==> config.mk <==
export PLATFORM = sky130hd
export DESIGN_NAME = codec_regport
export DESIGN_NICKNAME = d
export VERILOG_FILES = /design/src/rtl/codec_regport_pkg.sv /design/src/rtl/regport_status.sv /design/src/rtl/regport_ifile.sv /design/src/rtl/regport_voice.sv /design/src/rtl/codec_regport.sv
export SDC_FILE = /design/constraint.sdc
export NUM_CORES = 1
export LEC_CHECK = 0
export CORE_MARGIN = 4
export CORE_UTILIZATION = 55
export DETAILED_ROUTE_END_ITERATION = 8
export DONT_BUFFER_PORTS = 1
export PLACE_DENSITY = 0.74
export SETUP_SLACK_MARGIN = 0.15
export SYNTH_ARGS = -nofsm -noshare
export SYNTH_HDL_FRONTEND = slang
export SYNTH_SLANG_ARGS = --single-unit
==> constraint.sdc <==
create_clock -name clk -period 3.14 [get_ports clk]
set_clock_uncertainty 0.1 [all_clocks]
set_input_delay 0.785 -clock clk [delete_from_list [all_inputs] [get_ports clk]]
set_output_delay 0.785 -clock clk [all_outputs]
set_load 0.01 [all_outputs]
==> src/rtl/codec_regport_pkg.sv <==
package codec_regport_pkg;
   // direct byte offsets
   localparam logic [2:0] OFS_CMD  = 3'd0;
   localparam logic [2:0] OFS_DATA = 3'd1;
   localparam logic [2:0] OFS_BB   = 3'd5;
   // internal register numbers
   localparam logic [7:0] IREG_INIT  = 8'h21;
   localparam logic [7:0] IREG_ROUTE = 8'h41;
   localparam logic [7:0] IREG_MUXC  = 8'h44;
   localparam logic [7:0] IREG_MODE  = 8'h69;
   // field positions
   localparam int INIT_ACT_BIT  = 0;
   localparam int INIT_MASK_BIT = 2;
   localparam int MUXC_BINT_BIT = 3;
   localparam int STAT_BBUF_BIT = 4;
endpackage

==> src/rtl/regport_status.sv <==
module regport_status #(
   parameter int W        = 8,
   parameter int BBUF_BIT = 4
) (
   input  logic         clk,
   input  logic         rst_n,
   input  logic [W-1:0] evt_in,
   input  logic         tick,
   input  logic         bint_en,
   input  logic         clr,
   output logic [W-1:0] pend
);
   localparam logic [W-1:0] BBUF_MASK = W'(1) << BBUF_BIT;

   generate
      if (BBUF_BIT >= W) begin : g_bad
         $error("BBUF_BIT outside the status width");
      end
   endgenerate

   logic [W-1:0] set_v;
   always_comb begin
      set_v = evt_in & ~BBUF_MASK;
      if (tick && bint_en) set_v = set_v | BBUF_MASK;
   end

   always_ff @(posedge clk or negedge rst_n) begin
      if (!rst_n) pend <= '0;
      else        pend <= (clr ? '0 : pend) | set_v;
   end
endmodule

==> src/rtl/regport_ifile.sv <==
module regport_ifile
   import codec_regport_pkg::*;
#(
   parameter int         GAIN_N    = 4,
   parameter logic [7:0] GAIN_BASE = 8'h63
) (
   input  logic                 clk,
   input  logic                 rst_n,
   input  logic                 cmd_we,
   input  logic [7:0]           cmd_val,
   input  logic                 dat_we,
   input  logic                 dat_re,
   input  logic [7:0]           dat_wval,
   output logic [7:0]           dat_rval,
   output logic [1:0]           idx_o,
   output logic [7:0]           init_q,
   output logic [7:0]           muxc_q,
   output logic [7:0]           route_q,
   output logic [7:0]           mode_q,
   output logic [GAIN_N*16-1:0] gain_flat
);
   localparam int GAIN_LAST = int'(GAIN_BASE) + GAIN_N - 1;

   generate
      if (GAIN_N < 1 || GAIN_LAST > 255) begin : g_bad
         $error("gain bank does not fit the register space");
      end
   endgenerate

   logic [7:0] sel_q;
   logic [1:0] idx_q;
   logic [1:0] len;
   logic       is_gain;
   logic       has_byte;
   logic [7:0] gsel;
   logic [15:0] gain_q [GAIN_N];

   always_comb begin
      gsel    = sel_q - GAIN_BASE;
      is_gain = (int'(sel_q) >= int'(GAIN_BASE)) && (int'(sel_q) <= GAIN_LAST);
      if (is_gain) len = 2'd2;
      else if (sel_q == IREG_INIT || sel_q == IREG_ROUTE ||
               sel_q == IREG_MUXC || sel_q == IREG_MODE) len = 2'd1;
      else len = 2'd0;
      has_byte = idx_q < len;
   end

   always_ff @(posedge clk or negedge rst_n) begin
      if (!rst_n) begin
         sel_q <= '0;
         idx_q <= '0;
      end else if (cmd_we) begin
         sel_q <= cmd_val;
         idx_q <= '0;
      end else if ((dat_we || dat_re) && has_byte) begin
         idx_q <= idx_q + 2'd1;
      end
   end

   always_ff @(posedge clk or negedge rst_n) begin
      if (!rst_n) begin
         init_q  <= '0;
         muxc_q  <= '0;
         route_q <= '0;
         mode_q  <= '0;
      end else if (dat_we && has_byte) begin
         case (sel_q)
            IREG_INIT:  init_q  <= dat_wval;
            IREG_MUXC:  muxc_q  <= dat_wval;
            IREG_ROUTE: route_q <= dat_wval;
            IREG_MODE:  mode_q  <= dat_wval;
            default: ;
         endcase
      end
   end

   for (genvar k = 0; k < GAIN_N; k++) begin : g_gain
      always_ff @(posedge clk or negedge rst_n) begin
         if (!rst_n) gain_q[k] <= '0;
         else if (dat_we && has_byte && is_gain && gsel == 8'(k)) begin
            if (idx_q[0]) gain_q[k][15:8] <= dat_wval;
            else          gain_q[k][7:0]  <= dat_wval;
         end
      end
      assign gain_flat[k*16 +: 16] = gain_q[k];
   end

   always_comb begin
      dat_rval = '0;
      if (has_byte) begin
         if (is_gain) begin
            for (int k = 0; k < GAIN_N; k++)
               if (gsel == 8'(k))
                  dat_rval = idx_q[0] ? gain_q[k][15:8] : gain_q[k][7:0];
         end else begin
            case (sel_q)
               IREG_INIT:  dat_rval = init_q;
               IREG_MUXC:  dat_rval = muxc_q;
               IREG_ROUTE: dat_rval = route_q;
               IREG_MODE:  dat_rval = mode_q;
               default:    dat_rval = '0;
            endcase
         end
      end
   end

   assign idx_o = idx_q;
endmodule

==> src/rtl/regport_voice.sv <==
module regport_voice #(
   parameter int DW = 8
) (
   input  logic          clk,
   input  logic          rst_n,
   input  logic          tx_we,
   input  logic [DW-1:0] tx_val,
   input  logic          tick,
   input  logic [DW-1:0] rx_in,
   output logic [DW-1:0] tx_q,
   output logic [DW-1:0] rx_q
);
   always_ff @(posedge clk or negedge rst_n) begin
      if (!rst_n) begin
         tx_q <= '0;
         rx_q <= '0;
      end else begin
         if (tx_we) tx_q <= tx_val;
         if (tick)  rx_q <= rx_in;
      end
   end
endmodule

==> src/rtl/codec_regport.sv <==
module codec_regport
   import codec_regport_pkg::*;
#(
   parameter int         GAIN_N    = 4,
   parameter logic [7:0] GAIN_BASE = 8'h63
) (
   input  logic                 clk,
   input  logic                 rst_n,
   input  logic                 cs,
   input  logic                 wr,
   input  logic                 rd,
   input  logic [2:0]           addr,
   input  logic [7:0]           wdata,
   output logic [7:0]           rdata,
   input  logic [7:0]           evt_in,
   input  logic                 sample_tick,
   input  logic [7:0]           bb_rx_in,
   output logic [7:0]           bb_tx_out,
   output logic                 irq,
   output logic                 alaw_sel,
   output logic [3:0]           stage_en,
   output logic [3:0]           route_src,
   output logic [3:0]           route_dst,
   output logic [GAIN_N*16-1:0] gain_bus
);
   logic       wacc, racc;
   logic [7:0] pend, dat_rval, init_q, muxc_q, route_q, mode_q, rx_q;
   logic [1:0] idx;
   logic       bint_en;

   assign wacc = cs && wr;
   assign racc = cs && rd;
   assign bint_en = muxc_q[MUXC_BINT_BIT];

   regport_status #(.W(8), .BBUF_BIT(STAT_BBUF_BIT)) u_stat (
      .clk(clk), .rst_n(rst_n), .evt_in(evt_in), .tick(sample_tick),
      .bint_en(bint_en), .clr(racc && addr == OFS_CMD), .pend(pend));

   regport_ifile #(.GAIN_N(GAIN_N), .GAIN_BASE(GAIN_BASE)) u_ifile (
      .clk(clk), .rst_n(rst_n),
      .cmd_we(wacc && addr == OFS_CMD), .cmd_val(wdata),
      .dat_we(wacc && addr == OFS_DATA), .dat_re(racc && addr == OFS_DATA),
      .dat_wval(wdata), .dat_rval(dat_rval), .idx_o(idx),
      .init_q(init_q), .muxc_q(muxc_q), .route_q(route_q), .mode_q(mode_q),
      .gain_flat(gain_bus));

   regport_voice #(.DW(8)) u_voice (
      .clk(clk), .rst_n(rst_n), .tx_we(wacc && addr == OFS_BB), .tx_val(wdata),
      .tick(sample_tick), .rx_in(bb_rx_in), .tx_q(bb_tx_out), .rx_q(rx_q));

   always_comb begin
      case (addr)
         OFS_CMD:  rdata = pend;
         OFS_DATA: rdata = dat_rval;
         OFS_BB:   rdata = rx_q;
         default:  rdata = '0;
      endcase
   end

   assign irq       = (|pend) && init_q[INIT_ACT_BIT] && !init_q[INIT_MASK_BIT];
   assign alaw_sel  = mode_q[0];
   assign stage_en  = {mode_q[6], mode_q[3], mode_q[2], mode_q[1]};
   assign route_src = route_q[3:0];
   assign route_dst = route_q[7:4];
endmodule

==> results.cfg <==
[run_status]
status = finished, violations left
violations = hold timing, setup timing

[sta]
rsz0062_at_grt = true
relSlewSlack_pct = 57.81
setup_viol = 8
worstMarginPinSlew_ps = 630.1
slew_viol_final = 0
hold_viol_final = 130
hold_ws_ps = -39.68
fin_crit_sh_pct = 105.5
fmax_mhz = 301.8
layout_setup_ws_ps = -172.9
layout_min_cycle_time_ps = 3313

[place]
placed_cells = 621
io_buffers = 0
place_congestion = 0.9095
hpwlAfterDp_um = 11670

[final_layout]
final_nets = 556
layout-drive-gt1-share_pct = 48.41
layoutNonFillerInstCount = 675
n_fill_cell = 725
area_growth_pct = 21.52
n_antenna_cell = 0

[cts]
cts_buffers = 17
cts_tree = done
clkLatencyLatePin_ps = 420
h-tree-depth = 4
root_buffer = clkbuf_16
clockBufferDepth = 2
cts.sinks = 130
cts.clk_slew.worst_paths_ps = 60

[yosys]
yosysMostFrequentCell = dfrtp_1
synth.area.top_cells = dfrtp_1 52%, mux2_2 21%, mux2i_1 4.9%, a22oi_1 1.3%, o22ai_1 1.2%
synth_edf_count = 0
yosysTopAreaCell = dfrtp_1
syn-cell-area_um2 = 6279
synth_cells = 479
synth_cell_types = 63
synth_fp_nets = 513
synth_ff_type = dfrtp_1
yosys.area.top_type_share_pct = 51.81
synth_commonest_cells = 130 x dfrtp_1, 117 x mux2_2, 31 x mux2i_1
ys_warn_count = 0
seq_area_frac_synth_pct = 51.81
synthArstFlopShare_pct = 100.0
ys_ff_latch = 130
syn_avg_cell_area_um2 = 13.11

[grt]
grt_max_degree = 131
antenna_found_initial = 0
grt_pass1_vias = 4595
globalRouteTotalUtil_pct = 26.24
grt_pass1_wl_um = 25900
grt.overflow.total = 0

[worst_setup_path]
critPathBufInv = 2
crit_slowest_cell = dfrtp_2
start_kind = flip-flop
cp_max_fo = 8
path_cells = a21boi_0, o211a_1, inv_2, ha_4, nor4b_4, o21ai_4, a2bb2oi_2, buf_4
worst_ep_required_time_ps = 2250
cp_slowest_stage_delay_ps = 460
critPathTopFamily = compound AO/OA/AOI/OAI gates
critPathKind = reg2out
crit_path_end_kind = output port
cp.arrival_ps = 2430

[pwr]
power_frac_seq_pct = 42.5
power.switching_mw = 1.089
ir_drop_v = 0.0007280
sw_frac_of_total_pct = 25.42
p_clk_share_pct = 44.9
pwr-share-comb_pct = 12.5
leakage_nw = 3.450
pwr_density_cell_nw_per_um2 = 561.4
p_int_mw = 3.194

[route]
drt_first_pass_iters = 4
top_layer_used = met4
drc_errors = 0
drt-total-wl_um = 17290
antenna_left = 0
wl_met2_um = 8515
drtIter0Drc = 440
via_count = 4366
wl_met3_um = 1896
wl_per_cell_um = 25.62
met1_length_um = 6445
via_per_inst = 6.468

[die]
die-area_um2 = 13190
core_um2 = 10980
die_h_um = 114.8
rows = 38
pin_count = 127
start_util_pct = 57.17
die_w_um = 114.8

[hold_path]
worstHoldPathType = in2async

[flow_run]
drv_cap = 0
==> layer usage <==
layer | GRT usage (%) | vias to the layer above
met5 | 0 | -
li1 | - | 1884
met1 | 32.73 | 2238
met3 | 11.05 | 38
met4 | 8.372 | 0
met2 | 41.71 | 206
==> worst paths after layout <==
| kind | start | end | slack (ps) | depth (start not counted) |
|---|---|---|---|---|
| worst max register to register | u_ifile.sel_q[1] | u_ifile.gain_flat[57] | 0 | 11 |
| max in group asynchronous | rst_n | u_ifile.sel_q[6] | 2830 | 0 |
| worst min register to register | u_ifile.muxc_q[1] | u_ifile.muxc_q[1] | 410 | 1 |
| worst max-delay path | u_ifile.sel_q[1] | rdata[7] | -170 | 8 |
| worst min-delay path | rst_n | u_voice.rx_q[6] | -40 | 0 |
| min in group clk | evt_in[6] | u_stat.pend[6] | 360 | 1 |
==> cells by family (layout without fill, tap and decap cells) <==
family,after synthesis,count (layout),share of synthesized area (%)
adders and majority gates,1,1,0.1993
xor gates and xnor gates,2,2,0.2790
DFF,130,130,51.81
buffers and inverters,36,92,2.571
muxes,149,149,26.11
and+or+nand+nor,82,82,9.227
AOI/OAI and AO/OA,79,79,9.805
==> what timing repair did <==
item / 4_1_cts / 5_1_grt
setup endpoints to repair: 54 / 48
endpoints found under the hold margin: 130 / 130
gates resized for setup: 29 / 34
cloned: 0 / 1
setup buffers: 9 / 12
pin swaps: 10 / 15
==> power by group through the flow <==
stage                     Sequential [mW]  Clock, mW  Combinational, mW
after floorplan                      1.82          0              0.304
after global placement               1.85          0              0.380
after detailed placement             1.85          0              0.392
after CTS                            1.82       1.95              0.439
after global routing                 1.83       2.04              0.567
final                                1.82       1.92              0.537
==> state kept, by name, indices dropped and copies added, names as in the netlist <==
signal	flops
u_ifile.idx_o	2
u_voice.rx_q	8
u_ifile.route_q	8
u_ifile.gain_flat	64
u_stat.pend	8
u_ifile.mode_q	8
u_ifile.sel_q	8
u_ifile.muxc_q	8
u_ifile.init_q	8
u_voice.tx_q	8
==> worst register-to-register path: stages, from the launching register on <==
cell and delay [ps]:
dfrtp_2 460, a21boi_0 260, o211a_1 240, inv_2 70, ha_4 170, buf_4 120, or4b_4 550, nor2_4 200
nand3_4 170, nor3_4 160, buf_6 200, mux2_4 320
==> metrics by stage <==
| stage | cell area (µm²) | utilization, % | power, mW | setup WS [ps] | setup TNS (ps) |
|---|---|---|---|---|---|
| after floorplan | 6290 | - | 2.123 | 158.5 | 0 |
| after global placement | 6584 | 59.95 | 2.229 | 89.46 | 0 |
| after detailed placement | 6584 | 59.95 | 2.244 | 38.03 | 0 |
| after CTS | 7376 | 67.16 | 4.215 | -132.2 | -800.9 |
| after global routing | 7630 | 69.47 | 4.434 | -280.4 | -4271 |
| final | 7630 | 69.47 | 4.283 | -172.9 | -1117 |
==> area by class of cell <==
type | count | area, µm² | share of cell area [%]
Clock buffer | 20 | 446.7 | 5.854
Clock inverter | 12 | 135.1 | 1.771
Inverter | 5 | 22.52 | 0.2952
Multi-Input combinational cell | 313 | 3134 | 41.08
Sequential cell | 130 | 3261 | 42.74
Tap cell | 140 | 175.2 | 2.296
Timing Repair Buffer | 55 | 455.4 | 5.969
==> cell usage in the layout (no fill, tap or decap), drive strengths merged, types with 10 or more instances in the layout <==
cell type,Yosys,layout
buf,14,54
mux2i,31,31
a21oi,10,10
mux2,118,118
o22ai,12,12
a22oi,11,11
clkbuf,17,21
dfrtp,130,130
nor2,17,17
nand2,11,11
(Power assumes the default switching activity.)
